[src/rtl/nic_page_pkg.sv]
package nic_page_pkg;
  localparam int DW = 8;
  localparam int AW = 4;

  typedef enum logic [1:0] {
    PG_MAIN    = 2'd0,
    PG_STATION = 2'd1,
    PG_RINGRD  = 2'd2,
    PG_SPARE   = 2'd3
  } page_e;

  // command bit positions
  localparam int CB_HALT  = 0;
  localparam int CB_XMIT  = 2;
  localparam int CB_DMARD = 3;
  localparam int CB_DMAWR = 4;

  // status bit positions
  localparam int SB_XMIT_DONE = 1;
  localparam int SB_DMA_DONE  = 6;
  localparam int SB_RST_FLAG  = 7;

  localparam logic [7:0] CMD_INIT  = 8'h01;
  localparam logic [7:0] STS_INIT  = 8'h80;
  localparam logic [7:0] IRQ_BITS  = 8'h7F;
  localparam logic [7:0] XMIT_OK   = 8'h01;
  localparam logic [7:0] ID_BYTE_A = 8'h50;
  localparam logic [7:0] ID_BYTE_B = 8'h43;

  // page-0 addresses
  localparam logic [3:0] A_RSTART = 4'h1;
  localparam logic [3:0] A_RSTOP  = 4'h2;
  localparam logic [3:0] A_BOUND  = 4'h3;
  localparam logic [3:0] A_TXPG   = 4'h4;
  localparam logic [3:0] A_TXC_LO = 4'h5;
  localparam logic [3:0] A_TXC_HI = 4'h6;
  localparam logic [3:0] A_STATUS = 4'h7;
  localparam logic [3:0] A_DMA_LO = 4'h8;
  localparam logic [3:0] A_DMA_HI = 4'h9;
  localparam logic [3:0] A_CNT_LO = 4'hA;
  localparam logic [3:0] A_CNT_HI = 4'hB;
  localparam logic [3:0] A_RXCFG  = 4'hC;
  localparam logic [3:0] A_DCFG   = 4'hE;
  localparam logic [3:0] A_MASK   = 4'hF;
  // page-1 addresses
  localparam logic [3:0] A_CURPG  = 4'h7;
  localparam int         STA_BASE = 1;
  localparam int         MC_BASE  = 8;
endpackage

[src/rtl/nic_irq_ctrl.sv]
module nic_irq_ctrl
  import nic_page_pkg::*;
(
  input  logic          clk,
  input  logic          rst_n,
  input  logic          mask_we,
  input  logic [DW-1:0] mask_wdata,
  input  logic [DW-1:0] clr_i,
  input  logic [DW-1:0] set_i,
  output logic [DW-1:0] sts_o,
  output logic          irq_o
);
  logic [DW-1:0] sts_q, sts_d, mask_q, mask_d;
  logic          irq_q, irq_d;

  always_comb begin
    sts_d  = (sts_q & ~clr_i) | set_i;
    mask_d = mask_we ? mask_wdata : mask_q;
    irq_d  = |(sts_d & mask_d & IRQ_BITS);
  end

  always_ff @(posedge clk or negedge rst_n) begin
    if (!rst_n) begin
      sts_q  <= STS_INIT;
      mask_q <= '0;
      irq_q  <= 1'b0;
    end else begin
      sts_q  <= sts_d;
      mask_q <= mask_d;
      irq_q  <= irq_d;
    end
  end

  assign sts_o = sts_q;
  assign irq_o = irq_q;

  // the reset flag alone can never hold the line high
  a_r2_flag_silent: assert property (@(posedge clk) disable iff (!rst_n)
    ((sts_q[6:0] & mask_q[6:0]) == '0) |-> !irq_q);
  // bits named in a clear vector are gone the next cycle
  a_r3_w1c: assert property (@(posedge clk) disable iff (!rst_n)
    ((clr_i[6:0] != '0) && (set_i == '0)) |=> ((sts_q[6:0] & $past(clr_i[6:0])) == '0));
  // the reset flag is never raised outside reset
  a_r4_flag_no_rise: assert property (@(posedge clk) disable iff (!rst_n)
    !$rose(sts_q[SB_RST_FLAG]));
endmodule

[src/rtl/nic_split_reg.sv]
module nic_split_reg
  import nic_page_pkg::*;
#(
  parameter int WIDTH = 16
) (
  input  logic             clk,
  input  logic             rst_n,
  input  logic [WIDTH/DW-1:0] byte_we,
  input  logic [DW-1:0]    wdata,
  output logic [WIDTH-1:0] value_o
);
  localparam int NBYTES = WIDTH / DW;

  for (genvar b = 0; b < NBYTES; b++) begin : g_byte
    logic [DW-1:0] q, d;
    always_comb d = byte_we[b] ? wdata : q;
    always_ff @(posedge clk or negedge rst_n) begin
      if (!rst_n) q <= '0;
      else        q <= d;
    end
    assign value_o[b*DW +: DW] = q;
  end
endmodule

[src/rtl/nic_ring_ptrs.sv]
module nic_ring_ptrs
  import nic_page_pkg::*;
#(
  parameter int END_PAGE = 128
) (
  input  logic          clk,
  input  logic          rst_n,
  input  logic          start_we,
  input  logic          stop_we,
  input  logic          bound_we,
  input  logic          cur_we,
  input  logic [DW-1:0] wdata,
  output logic [DW-1:0] start_o,
  output logic [DW-1:0] stop_o,
  output logic [DW-1:0] bound_o,
  output logic [DW-1:0] cur_o
);
  logic [DW-1:0] start_q, stop_q, bound_q, cur_q;
  logic [DW-1:0] start_d, stop_d, bound_d, cur_d;
  logic          lim_ok, ptr_ok;

  always_comb begin
    lim_ok  = int'(wdata) <= END_PAGE;
    ptr_ok  = int'(wdata) <  END_PAGE;
    start_d = (start_we && lim_ok) ? wdata : start_q;
    stop_d  = (stop_we  && lim_ok) ? wdata : stop_q;
    bound_d = (bound_we && ptr_ok) ? wdata : bound_q;
    cur_d   = (cur_we   && ptr_ok) ? wdata : cur_q;
  end

  always_ff @(posedge clk or negedge rst_n) begin
    if (!rst_n) begin
      start_q <= '0;
      stop_q  <= '0;
      bound_q <= '0;
      cur_q   <= '0;
    end else begin
      start_q <= start_d;
      stop_q  <= stop_d;
      bound_q <= bound_d;
      cur_q   <= cur_d;
    end
  end

  assign start_o = start_q;
  assign stop_o  = stop_q;
  assign bound_o = bound_q;
  assign cur_o   = cur_q;

  // a write beyond the limit leaves the ring limit untouched
  a_r8_limit_reject: assert property (@(posedge clk) disable iff (!rst_n)
    ((start_we || stop_we) && int'(wdata) > END_PAGE) |=> ($stable(start_q) && $stable(stop_q)));
  // a pointer write at or beyond the limit is dropped
  a_r8_ptr_reject: assert property (@(posedge clk) disable iff (!rst_n)
    ((bound_we || cur_we) && int'(wdata) >= END_PAGE) |=> ($stable(bound_q) && $stable(cur_q)));
endmodule

[src/rtl/nic_page_regs.sv]
module nic_page_regs
  import nic_page_pkg::*;
#(
  parameter int END_PAGE  = 128,
  parameter int STA_BYTES = 6,
  parameter int MC_BYTES  = 8
) (
  input  logic          clk,
  input  logic          rst_n,
  input  logic          cs,
  input  logic          we,
  input  logic [AW-1:0] addr,
  input  logic [DW-1:0] wdata,
  output logic [DW-1:0] rdata,
  output logic          irq,
  output logic          tx_start,
  output logic [DW-1:0] tx_page,
  output logic [15:0]   tx_count,
  output logic [15:0]   dma_addr,
  output logic [15:0]   dma_count,
  output logic [DW-1:0] rx_cfg,
  output logic [DW-1:0] data_cfg
);
  localparam int CNT_W = 16;
  localparam int CNT_B = CNT_W / DW;

  logic          wr, rd, cmd_wr, reg_wr, run_cmd;
  page_e         page;
  logic [DW-1:0] cmd_q, cmd_d, txs_q, txs_d, txpg_q, txpg_d;
  logic [DW-1:0] rxc_q, rxc_d, dcf_q, dcf_d, rdata_q, rdata_d, rd_val;
  logic          txgo_q, xmit_go, dma_done_set;
  logic [DW-1:0] set_vec, clr_vec, sts;
  logic [DW-1:0] rs_start, rs_stop, rs_bound, rs_cur;
  logic [DW-1:0] sta_q [STA_BYTES];
  logic [DW-1:0] mc_q  [MC_BYTES];

  // ---------------- access decode
  always_comb begin
    wr      = cs && we;
    rd      = cs && !we;
    cmd_wr  = wr && (addr == '0);
    reg_wr  = wr && (addr != '0);
    page    = page_e'(cmd_q[7:6]);
    run_cmd = cmd_wr && !wdata[CB_HALT];
    xmit_go = run_cmd && wdata[CB_XMIT];
    dma_done_set = run_cmd && (wdata[CB_DMARD] || wdata[CB_DMAWR]) && (dma_count == '0);
  end

  function automatic logic p0w(input logic [AW-1:0] a);
    return reg_wr && (page == PG_MAIN) && (addr == a);
  endfunction

  // ---------------- command, transmit and single-byte registers
  always_comb begin
    cmd_d = cmd_q;
    if (cmd_wr) begin
      cmd_d = wdata;
      if (xmit_go) cmd_d[CB_XMIT] = 1'b0;
    end
    txs_d  = xmit_go           ? XMIT_OK : txs_q;
    txpg_d = p0w(A_TXPG)       ? wdata   : txpg_q;
    rxc_d  = p0w(A_RXCFG)      ? wdata   : rxc_q;
    dcf_d  = p0w(A_DCFG)       ? wdata   : dcf_q;
    set_vec = '0;
    set_vec[SB_XMIT_DONE] = xmit_go;
    set_vec[SB_DMA_DONE]  = dma_done_set;
    clr_vec = '0;
    if (p0w(A_STATUS)) clr_vec = wdata & IRQ_BITS;
    clr_vec[SB_RST_FLAG] = run_cmd;
  end

  always_ff @(posedge clk or negedge rst_n) begin
    if (!rst_n) begin
      cmd_q  <= CMD_INIT;
      txs_q  <= '0;
      txpg_q <= '0;
      rxc_q  <= '0;
      dcf_q  <= '0;
      txgo_q <= 1'b0;
    end else begin
      cmd_q  <= cmd_d;
      txs_q  <= txs_d;
      txpg_q <= txpg_d;
      rxc_q  <= rxc_d;
      dcf_q  <= dcf_d;
      txgo_q <= xmit_go;
    end
  end

  // ---------------- 16-bit split registers
  nic_split_reg #(.WIDTH(CNT_W)) u_txcnt (
    .clk, .rst_n, .byte_we({p0w(A_TXC_HI), p0w(A_TXC_LO)}), .wdata, .value_o(tx_count));
  nic_split_reg #(.WIDTH(CNT_W)) u_dmaaddr (
    .clk, .rst_n, .byte_we({p0w(A_DMA_HI), p0w(A_DMA_LO)}), .wdata, .value_o(dma_addr));
  nic_split_reg #(.WIDTH(CNT_W)) u_dmacnt (
    .clk, .rst_n, .byte_we({p0w(A_CNT_HI), p0w(A_CNT_LO)}), .wdata, .value_o(dma_count));

  // ---------------- ring pointers
  nic_ring_ptrs #(.END_PAGE(END_PAGE)) u_ring (
    .clk, .rst_n,
    .start_we(p0w(A_RSTART)), .stop_we(p0w(A_RSTOP)), .bound_we(p0w(A_BOUND)),
    .cur_we(reg_wr && page == PG_STATION && addr == A_CURPG),
    .wdata, .start_o(rs_start), .stop_o(rs_stop), .bound_o(rs_bound), .cur_o(rs_cur));

  // ---------------- interrupt status and mask
  nic_irq_ctrl u_irq (
    .clk, .rst_n, .mask_we(p0w(A_MASK)), .mask_wdata(wdata),
    .clr_i(clr_vec), .set_i(set_vec), .sts_o(sts), .irq_o(irq));

  // ---------------- station address and multicast filter bytes
  for (genvar i = 0; i < STA_BYTES; i++) begin : g_sta
    logic en;
    assign en = reg_wr && page == PG_STATION && addr == AW'(STA_BASE + i);
    always_ff @(posedge clk or negedge rst_n) begin
      if (!rst_n)  sta_q[i] <= '0;
      else if (en) sta_q[i] <= wdata;
    end
  end
  for (genvar i = 0; i < MC_BYTES; i++) begin : g_mc
    logic en;
    assign en = reg_wr && page == PG_STATION && addr == AW'(MC_BASE + i);
    always_ff @(posedge clk or negedge rst_n) begin
      if (!rst_n)  mc_q[i] <= '0;
      else if (en) mc_q[i] <= wdata;
    end
  end

  // ---------------- read mux and registered read data
  always_comb begin
    rd_val = '0;
    if (addr == '0) begin
      rd_val = cmd_q;
    end else begin
      unique case (page)
        PG_MAIN: begin
          case (addr)
            A_BOUND:  rd_val = rs_bound;
            A_TXPG:   rd_val = txs_q;
            A_STATUS: rd_val = sts;
            A_DMA_LO: rd_val = dma_addr[7:0];
            A_DMA_HI: rd_val = dma_addr[15:8];
            A_CNT_LO: rd_val = ID_BYTE_A;
            A_CNT_HI: rd_val = ID_BYTE_B;
            default:  rd_val = '0;
          endcase
        end
        PG_STATION: begin
          if (addr == A_CURPG) rd_val = rs_cur;
          for (int i = 0; i < STA_BYTES; i++)
            if (addr == AW'(STA_BASE + i)) rd_val = sta_q[i];
          for (int i = 0; i < MC_BYTES; i++)
            if (addr == AW'(MC_BASE + i)) rd_val = mc_q[i];
        end
        PG_RINGRD: begin
          if (addr == A_RSTART)     rd_val = rs_start;
          else if (addr == A_RSTOP) rd_val = rs_stop;
        end
        default: rd_val = '0;
      endcase
    end
    rdata_d = rd ? rd_val : rdata_q;
  end

  always_ff @(posedge clk or negedge rst_n) begin
    if (!rst_n) rdata_q <= '0;
    else        rdata_q <= rdata_d;
  end

  assign rdata    = rdata_q;
  assign tx_start = txgo_q;
  assign tx_page  = txpg_q;
  assign rx_cfg   = rxc_q;
  assign data_cfg = dcf_q;

  // writes at nonzero addresses leave the command byte alone
  a_r1_cmd_only_at_zero: assert property (@(posedge clk) disable iff (!rst_n)
    (wr && addr != '0) |=> $stable(cmd_q));
  // a remote command with zero count flags completion
  a_r5_dma_done: assert property (@(posedge clk) disable iff (!rst_n)
    dma_done_set |=> sts[SB_DMA_DONE]);
  // the start pulse coincides with the completion report
  a_r6_tx_report: assert property (@(posedge clk) disable iff (!rst_n)
    tx_start |-> (sts[SB_XMIT_DONE] && !cmd_q[CB_XMIT] && txs_q == XMIT_OK));
  // a pulse lasts one cycle unless a fresh transmit command arrived
  a_r6_tx_single: assert property (@(posedge clk) disable iff (!rst_n)
    (tx_start && !xmit_go) |=> !tx_start);
  // without a read strobe the read data holds
  a_r10_rdata_hold: assert property (@(posedge clk) disable iff (!rst_n)
    !rd |=> $stable(rdata_q));
  // CNT_B is the number of byte lanes per split register
  initial assert (CNT_B == 2);
endmodule

[config.mk]
export PLATFORM = sky130hd
export DESIGN_NAME = nic_page_regs
export DESIGN_NICKNAME = d
export VERILOG_FILES = /design/src/rtl/nic_page_pkg.sv /design/src/rtl/nic_irq_ctrl.sv /design/src/rtl/nic_split_reg.sv /design/src/rtl/nic_ring_ptrs.sv /design/src/rtl/nic_page_regs.sv
export SDC_FILE = /design/constraint.sdc
export NUM_CORES = 1
export LEC_CHECK = 0
export BUFFER_PORTS_ARGS = -buffer_cell sky130_fd_sc_hd__buf_4
export CAP_MARGIN = 20
export CORE_MARGIN = 2
export CORE_UTILIZATION = 48
export CTS_CLUSTER_DIAMETER = 150
export DETAILED_ROUTE_END_ITERATION = 6
export GPL_TIMING_DRIVEN = 0
export PLACE_DENSITY = 0.66
export SYNTH_ARGS = -nofsm -noshare
export SYNTH_HDL_FRONTEND = slang
export SYNTH_SLANG_ARGS = --single-unit
[constraint.sdc]
create_clock -name clk -period 2 [get_ports clk]
set_input_delay 0.4 -clock clk [delete_from_list [all_inputs] [get_ports clk]]
set_output_delay 0.4 -clock clk [all_outputs]
set_load 0.05 [all_outputs]
# Word level (Yosys, flattened, before mapping)
# Cells that the tools add are included.
# W data, S select, Z words.
dict set report word_totals {
  register_bits 251
}
dict set report classes {
  n_lt_le_gt_ge 2
  n_eq_ne 17
  n_mux 23
  bitwise 4
  n_reduce_logical 51
}
# cell count
set ops {}
lappend ops {{$mux W8} 19}
lappend ops {{$pmux W8 S7} 1}
lappend ops {{$logic_and A1 B1 Y1} 43}
lappend ops {{$eq A4 B4 Y1 const B} 8}
lappend ops {{$pmux W8 S3} 1}
lappend ops {{$eq A4 B3 Y1 const B} 4}
lappend ops {{$logic_not A16 Y1} 1}
lappend ops {{$and A8 B8 Y8} 1}
lappend ops {{$eq A4 B2 Y1 const B} 2}
lappend ops {{$le A8 B8 Y1 const B} 1}
lappend ops {{$lt A8 B8 Y1 const B} 1}
lappend ops {{$not A8 Y8} 1}
lappend ops {{$or A8 B7 Y8} 1}
lappend ops {{$and A7 B7 Y7} 1}
lappend ops {{$mux W7} 1}
lappend ops {{$reduce_or A7 Y1} 1}
lappend ops {{$eq A4 B1 Y1 const B} 1}
lappend ops {{$logic_not A4 Y1} 1}
lappend ops {{$reduce_bool A4 Y1} 1}
lappend ops {{$eq A2 B1 Y1 const B} 1}
lappend ops {{$eq A2 B2 Y1 const B} 1}
lappend ops {{$logic_not A1 Y1} 2}
lappend ops {{$logic_not A2 Y1} 1}
lappend ops {{$logic_or A1 B1 Y1} 1}
lappend ops {{$mux W1} 1}

# Longest topological paths before layout
# Gate-level depths: netlist (run 1).
dict set report depth {
  depth_word 18
  mapped_depth 9
}

# Cells and area by module
# Synthesis (run 1) repeated with hierarchy kept, for this count alone.
dict set report unflattened {
  cells_unflattened 984
  area_unflattened_um2 11995.3
}
# mod instances cells_each area_per_inst_um2
set by_module_without_submodules {}
lappend by_module_without_submodules {nic_page_regs 1 757 8126.5}
lappend by_module_without_submodules {nic_split_reg 3 34 663.1}
lappend by_module_without_submodules {nic_ring_ptrs 1 78 1242.4}
lappend by_module_without_submodules {nic_irq_ctrl 1 47 636.9}

# Least setup slack after synthesis (run 1)
# OpenSTA, ideal clock, no wires.
dict set report synth_path {
  path_kind {in2reg}
  start {in addr[1]}
  end {reg rdata_q[4] (netlist: rdata[4])}
  t_arrival_ns 1.748
  slack_ns 0.119
  path_stages 9
  n_path_buf 3
  cell_sequence {buf_4 > buf_4 > buf_4 > nor2_1 > o2bb2ai_1 > a22oi_1 > o221ai_1 > a2111oi_0 > nor2_1}
}
dict set report synth_via {
  elab_chain_cells 18
  elab_cells_between_ends 36
  cone_classes {eq/ne (15); mux (20); reduce/logical (1)}
}
# element line
set synth_lines {}
lappend synth_lines {{from (decl)} nic_page_regs.sv:12} ;# input logic [AW-1:0] addr,
lappend synth_lines {{$eq A4 B3 Y1} {nic_page_regs.sv:136, nic_page_regs.sv:148}}
lappend synth_lines {{$mux W8} nic_page_regs.sv:148} ;# if (addr == A_CURPG) rd_val = rs_cur;
lappend synth_lines {{$mux W8 (6 in series)} nic_page_regs.sv:150} ;# if (addr == AW'(STA_BASE + i)) rd_val = sta_q[i];
lappend synth_lines {{$mux W8 (8 in series)} nic_page_regs.sv:152} ;# if (addr == AW'(MC_BASE + i)) rd_val = mc_q[i];
lappend synth_lines {{$pmux W8 S3} nic_page_regs.sv:134} ;# unique case (page)
lappend synth_lines {{$mux W8 (*)} nic_page_regs.sv:131} ;# if (addr == '0) begin
lappend synth_lines {{to (signal assigned)} nic_page_regs.sv:166} ;# else rdata_q <= rdata_d;
lappend synth_lines {{to (decl)} nic_page_regs.sv:30} ;# logic [DW-1:0] rxc_q, rxc_d, dcf_q, dcf_d, rdata_q, rdata_d, rd_val;
# Mark *: on every way between the ends. The rest lies on a longest branch, timed or not.
# A chain may end at the register's enable or synchronous reset.

# Worst setup path after layout (run 1)
dict set report layout_path {
  start {in addr[2]}
  end {reg rdata_q[3] (netlist: rdata[3])}
}
# Same word-level chain as after synthesis.

==> results.cfg, run 1 <==
[run_status]
status = finished, violations left
violations = negative setup slack

[clock_tree]
path_clk_slew_ps = 60
clk_latency_ps = 560
clk_path_buf_depth = 3
cts_tree = built
cts_buffers = 28
cts.sinks = 250
cts_root_buffer = clkbuf_16
cts_max_level = 1

[power_and_ir_drop]
power_leakage_nw = 6.64
comb_power_share_pct = 22.4
p_int_mw = 9.87
powerDensity_mw_per_mm2 = 1030
clkPwrFrac_pct = 36.0
swShare_pct = 32.1
p_switching_mw = 4.65
p_seq_share_pct = 41.6
vdd_ir_drop_max_mv = 0.764

[logic_synthesis]
netlist_instances = 963
synth_seq_cells = 250
synth_cell_types = 61
synth_fp_nets = 979
synth_edf_count = 0
async_reset_ff_share_pct = 100
yosysWarnings = 0
ys.flop_type = dfrtp_1
synth.cell_area_mm2 = 0.0117
syn_area_per_cell_um2 = 12.2
seq_area_frac_synth_pct = 53.4

[sta]
rsz0062_at_grt = true
setup_viol = 17
hold_viol = 0
fin_crit_sh_pct = 106
fin_ws_ps = -127
fmax_mhz = 470
hold_ws_ps = 174
worstMarginPinSlew_ps = 1040
slew_viol_final = 0
clock_skew_ps = 9.78
final.min_clock_period_ps = 2130
maxSlewHeadroom_pct = 31.0

[global_routing]
grt-ovfl-total = 0
antenna_found_initial = 0
grt_usage_pct = 29.4
grt_start_max_net_pins = 110
grt_pass1_wl_mm = 56.9
grt_pass1_vias = 8939

[final_layout]
drive_gt1_share_pct = 41.3
final_cells = 1451
fillCellCount = 2087
antenna_cells = 0
area_growth_pct = 20.5
post-route-util_pct = 58.6
multi_input_area_mm2 = 0.00515
nNetsFinal = 1121
regArea_mm2 = 0.00626

[place]
pre_cts_slack_ps = -726
placedCellCount = 1384
portBuffers = 95
post-dp-hpwl_mm = 25.4
place.gp.congestion = 0.976

[routing]
vias_per_cell = 6.09
wl_per_cell_um = 25.9
dr.pass1.iters = 7
drc = 0
routed_wl_mm = 37.5
vias = 8835
dr.first_iter.drc_count = 713
ant_nets = 0

[floorplanning]
rows = 57
io-pin-count = 98
core_area_mm2 = 0.0241
die_y_um = 160
die-area_mm2 = 0.0257
start_util_pct = 48.6
die_w_um = 160

[hold_path]
min_path_type = input pin to flop

[worst_setup_path]
cp-end-kind = flop
worst_ep_arrival_time_ps = 2620
cp.required_ps = 2500
crit_type = input pin to flop
critPathMaxFanout = 10
worstSetupStartpointType = input pin

[job]
maxCapViolations = 0
==> per-stage QoR <==
stage	instance area (µm²)	TNS (ps)	power [mW]
final	14100	-1260	14.5
after global routing	14100	-1270	15.0
after CTS	14000	0	14.6
after detailed placement	12900	-95440	9.31
after global placement	12800	-476100	9.24
after floorplan	11700	0	8.14
==> power by group through the flow <==
stage               clock [mW]  combinational, mW  sequential [mW]
CTS                       5.29               3.22             6.03
global route              5.49               3.41             6.11
finish                    5.23               3.25             6.04
floorplan                    0               1.02             7.13
detailed placement           0               3.19             6.12
global placement             0               3.15             6.09
==> final timing paths <==
| check | startpoint | end | slack (ps) | cells past startpoint |
|---|---|---|---|---|
| min | wdata[2] | tx_start$_DFF_PN0_ | 170 | 2 |
| min reg2reg | cmd_q[0]$_DFFE_PN1P_ | cmd_q[0]$_DFFE_PN1P_ | 460 | 2 |
| min in group asynchronous | rst_n | data_cfg[3]$_DFFE_PN0P_ | 330 | 2 |
| max in group asynchronous | rst_n | cmd_q[7]$_DFFE_PN0P_ | 320 | 4 |
| max | addr[2] | rdata[3]$_DFFE_PN0P_ | -130 | 9 |
| max reg2reg | cmd_q[6]$_DFFE_PN0P_ | u_irq.irq_o$_DFF_PN0_ | 20 | 8 |
==> cells by family (layout without fill, tap and decap cells) <==
logic type	count (synthesis)	in the layout	synth area share (%)
DFF	250	250	53.4
muxes	236	236	22.6
and+or+nand+nor	205	205	9.93
AOI/OAI and AO/OA	192	192	10.7
buffers and inverters	80	244	3.37
==> synthesized netlist by cell type (all sizes together), types with 5 or more instances <==
cell / n / area, µm²
nor2b: 11 / 68.8
a21boi: 6 / 45.0
a22o: 7 / 61.3
nor4: 10 / 120
o21ai: 47 / 235
nor3: 15 / 141
nand4: 6 / 37.5
nor2: 47 / 186
dfrtp: 248 / 6210
or3: 5 / 31.3
buf: 38 / 238
nand3: 16 / 100
nand2b: 10 / 62.6
clkbuf: 36 / 135
a211oi: 6 / 45.0
a22oi: 15 / 113
mux2i: 10 / 100
mux2: 226 / 2540
o221ai: 14 / 123
o211ai: 5 / 37.5
a32oi: 5 / 43.8
nand2: 63 / 249
o22ai: 12 / 75.1
a21oi: 47 / 235
inv: 6 / 22.5
==> critical path: stages <==
cell and delay (ps):
buf_4 130, buf_2 200, clkbuf_4 260, nand3b_1 260, nor2_1 60, o21ai_0 380, o311ai_0 310, a31oi_1 430
o22a_1 180
==> final cells by class <==
class,instances,area share [%]
Timing Repair Buffer,114,6.74
Tap cell,324,2.87
Clock inverter,8,0.744
Sequential cell,250,44.3
Buffer,72,2.83
Inverter,6,0.159
Multi-Input combinational cell,633,36.4
Clock buffer,44,5.88
==> registers in the layout, indices dropped and copies added (netlist names) <==
register,count
sta_q,48
u_dmaaddr.g_byte.q,16
u_txcnt.g_byte.q,16
txs_q,1
mc_q,64
u_irq.sts_o,8
rdata,8
u_ring.cur_o,8
u_irq.irq_o,1
tx_start,1
u_ring.bound_o,8
u_irq.mask_q,7
cmd_q,8
data_cfg,8
rx_cfg,8
u_ring.stop_o,8
tx_page,8
u_ring.start_o,8
u_dmacnt.g_byte.q,16
==> cell usage in the layout (no fill, tap or decap), types with 14 or more instances in the layout <==
master / count
clkbuf_1: 41
dfrtp_1: 247
buf_2: 19
nand2_1: 58
mux2_2: 223
clkbuf_16: 29
nor2_1: 40
a22oi_1: 15
a21oi_1: 46
o221ai_1: 14
buf_4: 115
o21ai_0: 46
==> per-layer routing <==
metal  up-vias  GRT usage, %  part of all wire, %  wire (µm)
li1       3821             -                    -          -
met1      4506          41.2                   43      16000
met2       396          44.9                   45      16800
met3       112          5.09                  7.2       2710
met4         0          14.0                  5.5       2070
met5         -             0                    0          0
==> repair_timing <==
item / 4_1_cts / 5_1_grt
setup buffers: 8 / 7
endpoints found under the setup margin: 146 / 146
hold buffers: 1 / 0
endpoints found under the hold margin: 49 / 0
gates resized for setup: 14 / 22
pin swaps: 6 / 4
gates cloned: 0 / 1
Power figures use the tool's default switching activity.
==> run 2: changes to the inputs <==
--- a/config.mk
+++ b/config.mk
@@ -7,6 +7,7 @@
 export LEC_CHECK = 0
 export BUFFER_PORTS_ARGS = -buffer_cell sky130_fd_sc_hd__buf_4
 export CAP_MARGIN = 20
+export CORE_ASPECT_RATIO = 0.6
 export CORE_MARGIN = 2
 export CORE_UTILIZATION = 48
 export CTS_CLUSTER_DIAMETER = 150
==> run 2 against run 1 <==
  * The flow still finishes with violations (negative setup slack)
  * Die area up 0.16%
  * Combinational power up 2%
  * Sequential share of layout area up 0.32 points
  * Final cell count down 1.0%
  * Clock-buffer cell count down 8
  * Critical path type unchanged
  * Largest cell class unchanged
  * Largest power group unchanged
==> results.cfg, run 2 (synthesis results as in run 1) <==
[hold_path]
min_path_type = input pin to flop
whs_path_depth = 2

[clock_tree]
cts.sinks = 250
path_clk_slew_ps = 70
cts_tree = built
cts_root_buffer = clkbuf_16
clk_path_buf_depth = 3
clk_latency_ps = 550
cts_buffers = 24
cts_max_level = 1

[floorplanning]
start_util_pct = 48.7
io-pin-count = 98
rows = 44
die_w_um = 206
die-area_mm2 = 0.0257
die_y_um = 125
core_area_mm2 = 0.0241

[global_routing]
antenna_found_initial = 3
grt_pass1_wl_mm = 59.1
grt-ovfl-total = 0
grt_usage_pct = 31.8
grt_start_max_net_pins = 108
grt_pass1_vias = 8790

[sta]
final.min_clock_period_ps = 2090
fin_crit_sh_pct = 105
maxSlewHeadroom_pct = 30.4
setup_viol = 3
hold_viol = 0
rsz0062_at_grt = true
clock_skew_ps = 14.3
hold_ws_ps = 196
fin_ws_ps = -91.2
setup-tns-final_ps = -99.3
slew_viol_final = 0
fmax_mhz = 478
worstMarginPinSlew_ps = 1040

[final_layout]
post-route-util_pct = 58.3
area_growth_pct = 19.7
final_common_cell = dfrtp_1
largest_reg_flops = 64
nNetsFinal = 1115
fillCellCount = 2045
multi_input_area_mm2 = 0.00524
drive_gt1_share_pct = 42.0
largest_register = mc_q
final_cells = 1436
top_regs = mc_q x64, sta_q x48
regArea_mm2 = 0.00626
final_cell_mix = dfrtp_1, mux2_2, buf_4
final_area_mm2 = 0.0140

[power_and_ir_drop]
power_mw = 14.0
powerDensity_mw_per_mm2 = 996
power_leakage_nw = 6.54
vdd_ir_drop_max_mv = 0.675

[place]
pre_cts_slack_ps = -802
placedCellCount = 1382
place.gp.congestion = 0.990
place_area_mm2 = 0.0129
portBuffers = 95
post-dp-hpwl_mm = 28.0

[worst_setup_path]
cp-end-kind = flop
cp.required_ps = 2440
worst_ep_arrival_time_ps = 2530
critPathMaxFanout = 10
worstSetupStartpointType = input pin
crit_type = input pin to flop
r2r_cells = 6

[routing]
wl_per_cell_um = 27.8
drc = 0
dr.first_iter.drc_count = 930
dr.pass1.iters = 6
vias = 9045
vias_per_cell = 6.30
ant_nets = 0
routed_wl_mm = 39.9

[run_status]
status = finished, violations left
violations = negative setup slack

[job]
maxCapViolations = 0
## run 2: cell types whose count changed in the layout (fill, tap and decap cells not counted), moves of 4 or more
cell	change
clkbuf_8	-4
mux2i_1	-5
mux2i_2	+5
buf_2	-4
clkbuf_16	-4
## run 2: final timing paths
check                                     start                             endpoint  slack [ps]
setup / recovery                        addr[1]                 rdata[3]$_DFFE_PN0P_         -90
hold / removal                         wdata[2]                   tx_start$_DFF_PN0_         200
setup reg to reg           cmd_q[6]$_DFFE_PN0P_        u_ring.start_o[1]$_DFFE_PN0P_          20
hold reg to reg            cmd_q[0]$_DFFE_PN1P_                 cmd_q[0]$_DFFE_PN1P_         480
max in group asynchronous                 rst_n  u_dmacnt.g_byte[0].q[7]$_DFFE_PN0P_         310
min in group asynchronous                 rst_n   u_txcnt.g_byte[0].q[7]$_DFFE_PN0P_         340
## run 2: cell type report
class                           count  share of cell area, %
Buffer                             72                   2.94
Timing Repair Buffer              112                   6.62
Clock inverter                      4                  0.580
Sequential cell                   250                   44.6
Multi-Input combinational cell    633                   37.3
Inverter                            6                  0.161
Clock buffer                       36                   4.82
Antenna cell                        1                 0.0178
Tap cell                          322                   2.87
## run 2: power breakdown
| group | total, mW | switching, mW | internal, mW |
|---|---|---|---|
| Sequential | 6.06 | 0.400 | 5.66 |
| Clock | 4.57 | 1.99 | 2.58 |
| Combinational | 3.33 | 2.22 | 1.12 |
## run 2: what timing repair did
action / CTS / global route
gates cloned: 0 / 1
pin swaps: 7 / 3
hold buffers: 1 / 0
gates resized for setup: 25 / 37
endpoints found under the hold margin: 42 / 0
setup endpoints to repair: 167 / 181
setup buffers: 8 / 5
## run 2: critical path, stage by stage
cell and delay, ps:
buf_4 120, buf_4 170, nand2_1 420, nor2_1 270, a222oi_1 670, o221ai_1 240
o22a_1 220
## run 2: layer usage
metal	track usage, %	routed length (µm)	vias to the layer above
met5	0	0	-
met4	6.05	723	0
met3	14.3	5350	63
met2	40.3	15400	488
met1	49.5	18500	4687
li1	-	-	3807
==> run 3: changes to the inputs <==
--- a/config.mk
+++ b/config.mk
@@ -8,7 +8,6 @@
 export BUFFER_PORTS_ARGS = -buffer_cell sky130_fd_sc_hd__buf_4
 export CAP_MARGIN = 20
 export CORE_ASPECT_RATIO = 0.6
-export CORE_MARGIN = 2
 export CORE_UTILIZATION = 48
 export CTS_CLUSTER_DIAMETER = 150
 export DETAILED_ROUTE_END_ITERATION = 6
==> constraint.sdc (replaced) <==
create_clock -name clk -period 2 [get_ports clk]
set_input_delay 0.6 -clock clk [delete_from_list [all_inputs] [get_ports clk]]
set_output_delay 0.6 -clock clk [all_outputs]
set_load 0.05 [all_outputs]
==> run 3 against run 2 <==
  * The run still ends with negative setup slack left
  * Critical endpoint unchanged
  * Flip-flop and latch count unchanged
  * Critical path type unchanged
  * Clock power increased by 5.0%
  * Worst hold slack better by 210 ps
  * Critical path depth stayed put
  * Sequential power hardly changed
  * Register-to-register slack about the same
  * Highest routed layer unchanged
  * Worst setup slack got worse by 60 ps
  * Via count up 0.55%
==> results.cfg, run 3 (synthesis results as in run 1) <==
[run_status]
status = finished, violations left
violations = negative setup slack

[routing]
dr.pass1.iters = 5
ant_nets = 0
dr.first_iter.drc_count = 962
routed_wl_mm = 40.4
wl_per_cell_um = 28.2
vias = 9095
drc = 0
vias_per_cell = 6.34

[floorplanning]
io-pin-count = 98
core_area_mm2 = 0.0235
start_util_pct = 49.8
die_w_um = 204
die-area_mm2 = 0.0251
die_y_um = 123
rows = 43

[worst_setup_path]
worstSetupStartpointType = input pin
critPathMaxFanout = 10
cp.required_ps = 2420
crit_top_cell = buf_4
crit_type = input pin to flop
worst_ep_arrival_time_ps = 2580
cp-end-kind = flop
path_cells = buf_4 -> buf_4 -> nand2b_4 -> nor2_2 -> a222oi_1 -> o221ai_1 -> o22a_1
slowest_stage = a222oi_1
cpPeakStageDelay_ps = 830

[sta]
hold_viol = 0
clock_skew_ps = 9.53
maxSlewHeadroom_pct = 28.3
worstMarginPinSlew_ps = 1080
rsz0062_at_grt = true
setup_viol = 3
fin_crit_sh_pct = 108
final.min_clock_period_ps = 2150
slew_viol_final = 0
fmax_mhz = 465
fin_ws_ps = -151

[final_layout]
nNetsFinal = 1122
final_common_cell = dfrtp_1
top_regs = mc_q x64, sta_q x48
largest_register = mc_q
area_growth_pct = 23.0
final_cells = 1435
final_cell_mix = dfrtp_1, mux2_2, buf_4
antenna_cells = 0
drive_gt1_share_pct = 43.5
largest_reg_flops = 64
final_area_mm2 = 0.0144

[global_routing]
grt-busiest-layer = met1
grt_use_met1_pct = 50.0
grt_usage_pct = 33.0
grt_pass1_vias = 8892
grt_start_max_net_pins = 107
grt_pass1_wl_mm = 59.3
grt_util_met2_pct = 42.6
antenna_found_initial = 1
grt-ovfl-total = 0
grt_util_met3_pct = 15.0

[place]
placedCellCount = 1375
pre_cts_slack_ps = -955
place_area_mm2 = 0.0130
post-dp-hpwl_mm = 28.0
place.gp.congestion = 0.984
portBuffers = 95

[job]
maxCapViolations = 0

[clock_tree]
cts_tree = built
cts_max_level = 1
cts_buffers = 24
clk_path_buf_depth = 3
path_clk_slew_ps = 60
clk_latency_ps = 540
cts_root_buffer = clkbuf_16
cts.sinks = 250

[power_and_ir_drop]
powerDensity_mw_per_mm2 = 989
vdd_ir_drop_max_mv = 0.675
power_leakage_nw = 6.72
power_mw = 14.3

[hold_path]
min_path_type = input pin to flop
run 3: metrics by stage:
| stage | hold WS (ps) | utilization (%) | TNS [ps] |
|---|---|---|---|
| final | 404 | 61.3 | -330 |
| after global routing | 413 | 61.3 | -127 |
| after CTS | 392 | 59.8 | -1260 |
| after detailed placement | 449 | 55.2 | -120690 |
| after global placement | 448 | 54.9 | -545510 |
| after floorplan | 304 | - | -1940 |
run 3: routing by layer:
layer,wire length [µm],part of all wire (%)
met4,706,1.7
met2,15600,38
met1,18300,45
met5,0,0
met3,5870,15
run 3: cell type report:
class / instances / area [µm²]
clock inverter: 4 / 72.6
buffer: 70 / 508
timing repair buffer: 121 / 1080
sequential: 250 / 6260
clock buffer: 36 / 737
tap: 315 / 394
fill: 1941 / 9100
multi-input combinational: 633 / 5330
inverter: 6 / 26.3
run 3: final timing paths:
path / start / endpoint / slack [ps] / depth (start not counted)
worst max-delay path: addr[3] / rdata[3]$_DFFE_PN0P_ / -150 / 7
worst min-delay path: wdata[2] / tx_start$_DFF_PN0_ / 400 / 2
worst max register to register: u_dmaaddr.g_byte[1].q[5]$_DFFE_PN0P_ / rdata[5]$_DFFE_PN0P_ / 20 / 4
worst min register to register: cmd_q[0]$_DFFE_PN1P_ / cmd_q[0]$_DFFE_PN1P_ / 470 / 2
max in group asynchronous: rst_n / u_irq.sts_o[7]$_DFF_PN1_ / 290 / 4
min in group asynchronous: rst_n / u_txcnt.g_byte[1].q[3]$_DFFE_PN0P_ / 580 / 2
run 3: what timing repair did:
action,CTS,global route
hold endpoints to repair,1,0
setup buffers,11,10
pin swaps,12,11
setup endpoints to repair,182,210
hold buffers,1,0
resized for setup,43,60
gates cloned,0,2
run 3: worst max-delay path, delay by kind of cell:
kind	cells	cell delay, ps
AO/OA/AOI/OAI	3	1310
buffers and inverters	2	340
AND/OR/NAND/NOR	2	330
run 3: power breakdown:
group / internal [mW] / switching, mW / total, mW
clock: 2.79 / 2.02 / 4.80
combinational: 1.16 / 2.24 / 3.40
sequential: 5.66 / 0.398 / 6.05
total: 9.60 / 4.66 / 14.3
